File: config.mk
export PLATFORM = sky130hd
export DESIGN_NAME = uart_wake_rx
export DESIGN_NICKNAME = d
export VERILOG_FILES = /design/src/rtl/uart_wake_rx_pkg.sv /design/src/rtl/uart_rx_sampler.sv /design/src/rtl/uart_rx_idle.sv /design/src/rtl/uart_rx_status.sv /design/src/rtl/uart_wake_rx.sv
export SDC_FILE = /design/constraint.sdc
export NUM_CORES = 1
export LEC_CHECK = 0
export CELL_PAD_IN_SITES_DETAIL_PLACEMENT = 1
export CELL_PAD_IN_SITES_GLOBAL_PLACEMENT = 2
export CORE_ASPECT_RATIO = 1.5
export CORE_UTILIZATION = 38
export DETAILED_ROUTE_END_ITERATION = 8
export PLACE_DENSITY = 0.83
export SYNTH_ARGS = -nofsm -noshare
export SYNTH_HDL_FRONTEND = slang
export SYNTH_SLANG_ARGS = --single-unit
File: constraint.sdc
create_clock -name clk -period 2.7 [get_ports clk]
set_input_delay 0.54 -clock clk [delete_from_list [all_inputs] [get_ports clk]]
set_output_delay 0.54 -clock clk [all_outputs]
set_load 0.02 [all_outputs]
File: src/rtl/uart_wake_rx_pkg.sv
package uart_wake_rx_pkg;

    typedef enum logic [0:0] {
        ST_HUNT,
        ST_FRAME
    } rx_state_e;

    typedef struct packed {
        logic noise;
        logic frame;
        logic parity;
    } rx_err_t;

    function automatic logic vote3(input logic a, input logic b, input logic c);
        return (a & b) | (a & c) | (b & c);
    endfunction

    function automatic logic split3(input logic a, input logic b, input logic c);
        return (a != b) || (b != c);
    endfunction

endpackage

File: src/rtl/uart_rx_sampler.sv
module uart_rx_sampler
    import uart_wake_rx_pkg::*;
#(
    parameter int DATA_BITS = 8,
    parameter int OVS       = 16
) (
    input  logic                 clk,
    input  logic                 rst,
    input  logic                 tick,
    input  logic                 rxd,
    input  logic                 par_en,
    input  logic                 par_odd,
    output logic                 done_o,
    output logic [DATA_BITS-1:0] data_o,
    output rx_err_t              err_o
);
    localparam int CW    = $clog2(OVS);
    localparam int BW    = $clog2(DATA_BITS + 3);
    localparam int S_LO  = OVS / 2 - 1;
    localparam int S_MID = OVS / 2;
    localparam int S_HI  = OVS / 2 + 1;

    rx_state_e            state;
    logic [CW-1:0]        cnt;
    logic [BW-1:0]        bidx;
    logic [1:0]           smp;
    logic [DATA_BITS-1:0] shreg;
    logic                 par_acc;
    logic                 noise_acc;
    logic                 bit_v;
    logic                 nz;
    logic [BW-1:0]        last_idx;

    assign bit_v    = vote3(smp[0], smp[1], rxd);
    assign nz       = split3(smp[0], smp[1], rxd);
    assign last_idx = par_en ? BW'(DATA_BITS + 2) : BW'(DATA_BITS + 1);

    always_ff @(posedge clk) begin
        if (rst) begin
            state     <= ST_HUNT;
            cnt       <= '0;
            bidx      <= '0;
            smp       <= '0;
            shreg     <= '0;
            par_acc   <= 1'b0;
            noise_acc <= 1'b0;
            done_o    <= 1'b0;
            data_o    <= '0;
            err_o     <= '0;
        end else begin
            done_o <= 1'b0;
            if (tick) begin
                case (state)
                    ST_HUNT: begin
                        if (!rxd) begin
                            state     <= ST_FRAME;
                            cnt       <= CW'(1);
                            bidx      <= '0;
                            noise_acc <= 1'b0;
                            par_acc   <= 1'b0;
                        end
                    end
                    ST_FRAME: begin
                        cnt <= (cnt == CW'(OVS - 1)) ? '0 : cnt + 1'b1;
                        if (cnt == CW'(OVS - 1)) begin
                            bidx <= bidx + 1'b1;
                        end
                        if (cnt == CW'(S_LO)) begin
                            smp[0] <= rxd;
                        end
                        if (cnt == CW'(S_MID)) begin
                            smp[1] <= rxd;
                        end
                        if (cnt == CW'(S_HI)) begin
                            if (bidx == '0) begin
                                if (bit_v) begin
                                    state <= ST_HUNT;
                                end
                                noise_acc <= nz;
                            end else if (bidx <= BW'(DATA_BITS)) begin
                                shreg     <= {bit_v, shreg[DATA_BITS-1:1]};
                                par_acc   <= par_acc ^ bit_v;
                                noise_acc <= noise_acc | nz;
                            end else if (bidx == last_idx) begin
                                done_o       <= 1'b1;
                                data_o       <= shreg;
                                err_o.noise  <= noise_acc | nz;
                                err_o.frame  <= ~bit_v;
                                err_o.parity <= par_en & (par_acc ^ par_odd);
                                state        <= ST_HUNT;
                            end else begin
                                par_acc   <= par_acc ^ bit_v;
                                noise_acc <= noise_acc | nz;
                            end
                        end
                    end
                    default: state <= ST_HUNT;
                endcase
            end
        end
    end

    // a completed frame is a single-cycle event
    a_r1_done_pulse: assert property (@(posedge clk) disable iff (rst)
        done_o |=> !done_o);

    // the bit index never runs past the stop bit of the longest frame
    a_r1_index_bound: assert property (@(posedge clk) disable iff (rst)
        (state == ST_FRAME) |-> (bidx <= BW'(DATA_BITS + 2)));

    // a frame only completes out of the frame state
    a_r12_done_from_frame: assert property (@(posedge clk) disable iff (rst)
        done_o |-> ($past(state) == ST_FRAME));

endmodule

File: src/rtl/uart_rx_idle.sv
module uart_rx_idle #(
    parameter int DATA_BITS = 8,
    parameter int OVS       = 16
) (
    input  logic clk,
    input  logic rst,
    input  logic tick,
    input  logic rxd,
    input  logic par_en,
    output logic idle_o
);
    localparam int MAX_TICKS = OVS * (DATA_BITS + 3);
    localparam int LW        = $clog2(MAX_TICKS + 1);

    logic [LW-1:0] run;
    logic [LW-1:0] lim;
    logic          armed;

    assign lim = par_en ? LW'(OVS * (DATA_BITS + 3)) : LW'(OVS * (DATA_BITS + 2));

    always_ff @(posedge clk) begin
        if (rst) begin
            run    <= '0;
            armed  <= 1'b0;
            idle_o <= 1'b0;
        end else begin
            idle_o <= 1'b0;
            if (tick) begin
                if (!rxd) begin
                    run   <= '0;
                    armed <= 1'b1;
                end else if (armed) begin
                    if (run == lim - 1'b1) begin
                        idle_o <= 1'b1;
                        armed  <= 1'b0;
                        run    <= '0;
                    end else begin
                        run <= run + 1'b1;
                    end
                end
            end
        end
    end

    // the idle event fires once and then needs re-arming
    a_r8_one_shot: assert property (@(posedge clk) disable iff (rst)
        idle_o |=> !idle_o);

    // the event follows a high line sample
    a_r8_after_high: assert property (@(posedge clk) disable iff (rst)
        idle_o |-> $past(rxd));

endmodule

File: src/rtl/uart_rx_status.sv
module uart_rx_status
    import uart_wake_rx_pkg::*;
#(
    parameter int DATA_BITS = 8
) (
    input  logic                 clk,
    input  logic                 rst,
    input  logic                 frame_done,
    input  logic [DATA_BITS-1:0] frame_data,
    input  rx_err_t              frame_err,
    input  logic                 idle_hit,
    input  logic                 wake_req,
    input  logic                 wake_on_mark,
    input  logic                 rd_ack,
    output logic [DATA_BITS-1:0] rx_data,
    output logic                 rx_full,
    output logic                 overrun,
    output rx_err_t              err,
    output logic                 line_idle,
    output logic                 asleep
);
    logic mark;
    logic wake_hit;
    logic sleep_next;
    logic accept;
    logic idle_set;

    assign mark       = frame_data[DATA_BITS-1];
    assign wake_hit   = asleep & (wake_on_mark ? (frame_done & mark) : idle_hit);
    assign sleep_next = wake_req | (asleep & ~wake_hit);
    assign accept     = frame_done & ~sleep_next;
    assign idle_set   = idle_hit & ~asleep & ~wake_req;

    always_ff @(posedge clk) begin
        if (rst) begin
            rx_data   <= '0;
            rx_full   <= 1'b0;
            overrun   <= 1'b0;
            err       <= '0;
            line_idle <= 1'b0;
            asleep    <= 1'b0;
        end else begin
            asleep <= sleep_next;
            if (rd_ack) begin
                rx_full   <= 1'b0;
                overrun   <= 1'b0;
                err       <= '0;
                line_idle <= 1'b0;
            end
            if (idle_set) begin
                line_idle <= 1'b1;
            end
            if (accept) begin
                if (rx_full && !rd_ack) begin
                    overrun <= 1'b1;
                end else begin
                    rx_data <= frame_data;
                    rx_full <= 1'b1;
                    err     <= frame_err;
                end
            end
        end
    end

    // no new data flag while asleep
    a_r3_quiet_full: assert property (@(posedge clk) disable iff (rst)
        asleep |-> !$rose(rx_full));

    // no idle flag while asleep
    a_r3_quiet_idle: assert property (@(posedge clk) disable iff (rst)
        asleep |-> !$rose(line_idle));

    // an idle line wakes the receiver in idle mode
    a_r4_idle_wake: assert property (@(posedge clk) disable iff (rst)
        (asleep && !wake_on_mark && idle_hit && !wake_req) |=> !asleep);

    // a marked character wakes the receiver and is stored
    a_r10_mark_wake: assert property (@(posedge clk) disable iff (rst)
        (asleep && wake_on_mark && frame_done && frame_data[DATA_BITS-1] && !wake_req)
        |=> (!asleep && rx_full));

    // held data does not change until acknowledged
    a_r9_keep_data: assert property (@(posedge clk) disable iff (rst)
        (rx_full && !rd_ack) |=> $stable(rx_data));

    // error flags rise only with a completed frame
    a_r6_same_edge: assert property (@(posedge clk) disable iff (rst)
        ((err.noise && !$past(err.noise)) || (err.frame && !$past(err.frame)) ||
         (err.parity && !$past(err.parity))) |-> ($past(frame_done) && rx_full));

endmodule

File: src/rtl/uart_wake_rx.sv
module uart_wake_rx
    import uart_wake_rx_pkg::*;
#(
    parameter int DATA_BITS = 8,
    parameter int OVS       = 16
) (
    input  logic                 clk,
    input  logic                 rst,
    input  logic                 tick,
    input  logic                 rxd,
    input  logic                 par_en,
    input  logic                 par_odd,
    input  logic                 wake_on_mark,
    input  logic                 wake_req,
    input  logic                 rd_ack,
    output logic [DATA_BITS-1:0] rx_data,
    output logic                 rx_full,
    output logic                 overrun,
    output logic                 err_noise,
    output logic                 err_frame,
    output logic                 err_parity,
    output logic                 line_idle,
    output logic                 asleep,
    output logic                 rx_irq
);
    logic                 f_done;
    logic [DATA_BITS-1:0] f_data;
    rx_err_t              f_err;
    logic                 idle_hit;
    rx_err_t              err_q;

    uart_rx_sampler #(.DATA_BITS(DATA_BITS), .OVS(OVS)) u_sampler (
        .clk     (clk),
        .rst     (rst),
        .tick    (tick),
        .rxd     (rxd),
        .par_en  (par_en),
        .par_odd (par_odd),
        .done_o  (f_done),
        .data_o  (f_data),
        .err_o   (f_err)
    );

    uart_rx_idle #(.DATA_BITS(DATA_BITS), .OVS(OVS)) u_idle (
        .clk    (clk),
        .rst    (rst),
        .tick   (tick),
        .rxd    (rxd),
        .par_en (par_en),
        .idle_o (idle_hit)
    );

    uart_rx_status #(.DATA_BITS(DATA_BITS)) u_status (
        .clk          (clk),
        .rst          (rst),
        .frame_done   (f_done),
        .frame_data   (f_data),
        .frame_err    (f_err),
        .idle_hit     (idle_hit),
        .wake_req     (wake_req),
        .wake_on_mark (wake_on_mark),
        .rd_ack       (rd_ack),
        .rx_data      (rx_data),
        .rx_full      (rx_full),
        .overrun      (overrun),
        .err          (err_q),
        .line_idle    (line_idle),
        .asleep       (asleep)
    );

    assign err_noise  = err_q.noise;
    assign err_frame  = err_q.frame;
    assign err_parity = err_q.parity;
    assign rx_irq     = (rx_full | line_idle) & ~asleep;

    // overrun only appears while data is held
    a_r9_overrun_held: assert property (@(posedge clk) disable iff (rst)
        $rose(overrun) |-> rx_full);

endmodule

==> qor.yml <==
floorplan:
  die-area_um2: 7540
  rows: 37
  initial_core_util_pct: 39.6
  core_um2: 6900
  num_io_pins: 25
  die_h_um: 106
  die_x_um: 71.2
route:
  drt-vias-per-instance: 5.46
  drc: 3
  ant_nets: 0
  drt_first_pass_iters: 6
  drt_iter0_markers: 93
  vias: 2293
  wl_per_cell_um: 15.7
  drt_wl_total_um: 6580
timing:
  slew_violations: 0
  rsz0062_at_grt: "no"
  final_hold_viol_count: 0
  setup_viol: 0
  finalSetupTns_ns: 0
  whs_ns: 0.468
  period_share_pct: 77.0
  setup_slack_ns: 0.621
  skew_ns: 0.0105
  slew_headroom_pct: 63.5
  fin_crit_ns: 2.08
  max_freq_mhz: 481
  worstMarginPinSlew_ns: 0.548
clock_network:
  clock_sinks: 58
  cts-root-buf: "clkbuf_8"
  htree_levels: 3
  clkLatencyLatePin_ns: 0.34
  cts_tree: "done"
  cts_setup_buffers: 0
  cts.clk_slew.worst_paths_ns: 0.06
  cts_made_buffers: 9
  hold_buffers: 0
  cts_resized: 0
  clockBufferDepth: 2
synthesis:
  ys_seq_area_share_pct: 42.5
  avgSynthCellArea_um2: 8.93
  ys_ff_latch: 58
  synthesis.area_um2: 2730
  synth_nets: 323
  synth_edf_count: 0
  yosys_warnings: 0
  synth_cells: 306
  synth.distinct_cells: 56
  synthArstFlopShare_pct: 0
  synthFlopType: "dfxtp_1"
global_routing:
  grt_util_met2_pct: 35.3
  grtUsageMet1_pct: 20.8
  met3_usage_pct: 4.68
  grt_pass1_vias: 2388
  grt_antenna_before_repair: 0
  track_usage_pct: 19.5
  grt.overflow.total: 0
  top_usage_layer: "met2"
  grt_pass1_wl_um: 11300
  grt_max_degree: 29
setup_path:
  path_depth: 6
  path_buf_inv: 2
  ff2ff_path_depth: 5
  path_max_fanout: 11
  max_stage_delay_ns: 0.45
  cp.required_ns: 2.96
  critPathLaunchType: "input pin"
  crit_chain: "clkdlybuf4s50_1 > buf_4 > nand2b_1 > a22oi_1 > mux2_2 > nor2_1"
  cp_top_family: "buffers and inverters"
  crit_type: "input pin to register"
  end_kind: "register"
  cp_slowest_cell: "clkdlybuf4s50_1"
  arrival_ns: 2.34
placement:
  routabilityCongestion: 0.811
  preCtsSetupSlack_ns: 0.269
  dpl.cell_count: 404
  portBuffers: 24
  dp_hpwl_um: 4870
finish:
  fin_nets: 354
  drive_gt1_share_pct: 11.4
  fin_cells: 420
  area_delta_synth_final_pct: 19.5
  num_antenna_cells: 0
worst_hold_path:
  min_path_type: "register to register"
  hold_depth: 2
run:
  drv_cap: 0
run_status:
  violations: "DRC"
  status: "finished with violations"
pwr:
  powerDensity_nw_per_um2: 570
  irDropWorstVdd_v: 0.000407
  leakage_nw: 1.22
-- sequential cells by signal, summed over array words and instances, names as in the netlist, 3 cells and up --
signal	flops
u_idle.run	8
u_sampler.bidx	4
u_sampler.cnt	4
u_sampler.data_o	8
u_sampler.err_o	3
u_sampler.shreg	8
u_status.err	3
u_status.rx_data	8
-- cells in the final DEF (no fill, tap or decap), types with 2 or more instances in the layout --
cell             instances
nor3b_2                  2
nand3b_1                 2
mux2i_1                 20
nand4_1                  3
nor2_1                  40
a31oi_1                  3
nor3_1                   4
inv_1                   13
o21ai_0                 19
nand2b_1                 4
ha_1                     8
clkdlybuf4s50_1         23
clkbuf_8                10
a22oi_1                  3
xnor2_1                  6
nor3b_1                  3
a311oi_1                 3
buf_4                   11
a21oi_1                 24
a221oi_1                 2
dfxtp_1                 58
or3b_2                   3
nand2_1                 14
and3_1                   3
nor2b_1                  4
bufinv_16                2
clkinv_2                 2
or3_1                    2
nand3_1                 21
-- routing by layer --
layer  vias up  part of all wire (%)  routed length, µm
met1      1089                    42               2790
met3        10                   2.6                174
met2        36                    53               3480
met5         -                     0                  0
met4         0                   2.1                141
li1       1158                     -                  -
-- tightest hold or removal path, stage by stage, from the launching register on --
cell     delay (ns)
dfxtp_1        0.32
nand2_1        0.06
a21oi_1        0.05
-- layout make-up --
class                      instances  area [µm²]
inverter                          13        48.8
clock inverter                     5        77.6
clock buffer                      11         141
timing repair buffer              35         318
tap                               78        97.6
fill                             820        3630
multi-input combinational        220        1420
sequential                        58        1160
-- synth_stat cells (3+ instances only) --
| cell type | number | area share [%] |
|---|---|---|
| buf_4 | 4 | 1.1 |
| nand2_1 | 14 | 1.9 |
| nand2b_1 | 4 | 0.92 |
| nand3_1 | 21 | 3.8 |
| mux2i_1 | 20 | 7.3 |
| a31oi_1 | 3 | 0.69 |
| a311oi_1 | 3 | 0.96 |
| nand4_1 | 3 | 0.69 |
| o21ai_0 | 19 | 3.5 |
| or3b_2 | 3 | 0.96 |
| a22oi_1 | 3 | 0.82 |
| nor3_1 | 4 | 0.73 |
| clkbuf_1 | 5 | 0.69 |
| and3_1 | 3 | 0.69 |
| buf_2 | 3 | 0.55 |
| inv_1 | 13 | 1.8 |
| nor3b_1 | 3 | 0.82 |
| nor2b_1 | 4 | 0.92 |
| nor2_1 | 40 | 5.5 |
| ha_1 | 8 | 3.7 |
| a21oi_1 | 24 | 4.4 |
| dfxtp_1 | 58 | 43 |
| xnor2_1 | 6 | 1.9 |
-- power by group --
| part | total (mW) | internal [mW] | switching (mW) |
|---|---|---|---|
| registers | 0.874 | 0.863 | 0.0106 |
| clock network | 0.891 | 0.542 | 0.349 |
| logic | 0.0967 | 0.0369 | 0.0598 |
-- cells by family (layout without fill, tap and decap cells) --
logic type | after synthesis | count (layout) | synth area share [%]
muxes | 21 | 21 | 7.74
DFF | 58 | 58 | 42.5
buffers and inverters | 28 | 64 | 5.54
AOI/OAI and AO/OA | 68 | 68 | 15.9
xor gates and xnor gates | 7 | 7 | 2.24
adders and majority gates | 8 | 8 | 3.66
and+or+nand+nor | 116 | 116 | 22.4
-- path summary, 6_finish.rpt --
| path | startpoint | endpoint | slack, ns |
|---|---|---|---|
| max | rxd | u_sampler.bidx[1] | 0.62 |
| min reg2reg | u_sampler.err_o[0] | u_sampler.err_o[0] | 0.47 |
| min | u_sampler.err_o[0] | u_sampler.err_o[0] | 0.47 |
| max reg2reg | u_sampler.cnt[0] | u_sampler.par_acc | 0.85 |
-- through the flow --
step           util [%]  total power, mW  cell area, µm²
2_1_floorplan         -            0.955            2730
3_3_place_gp       44.1            0.989            3040
4_1_cts            47.3             1.89            3260
3_5_place_dp       44.1            0.991            3040
6_report           47.3             1.86            3260
5_1_grt            47.3             1.94            3260
(Power assumes the default switching activity.)
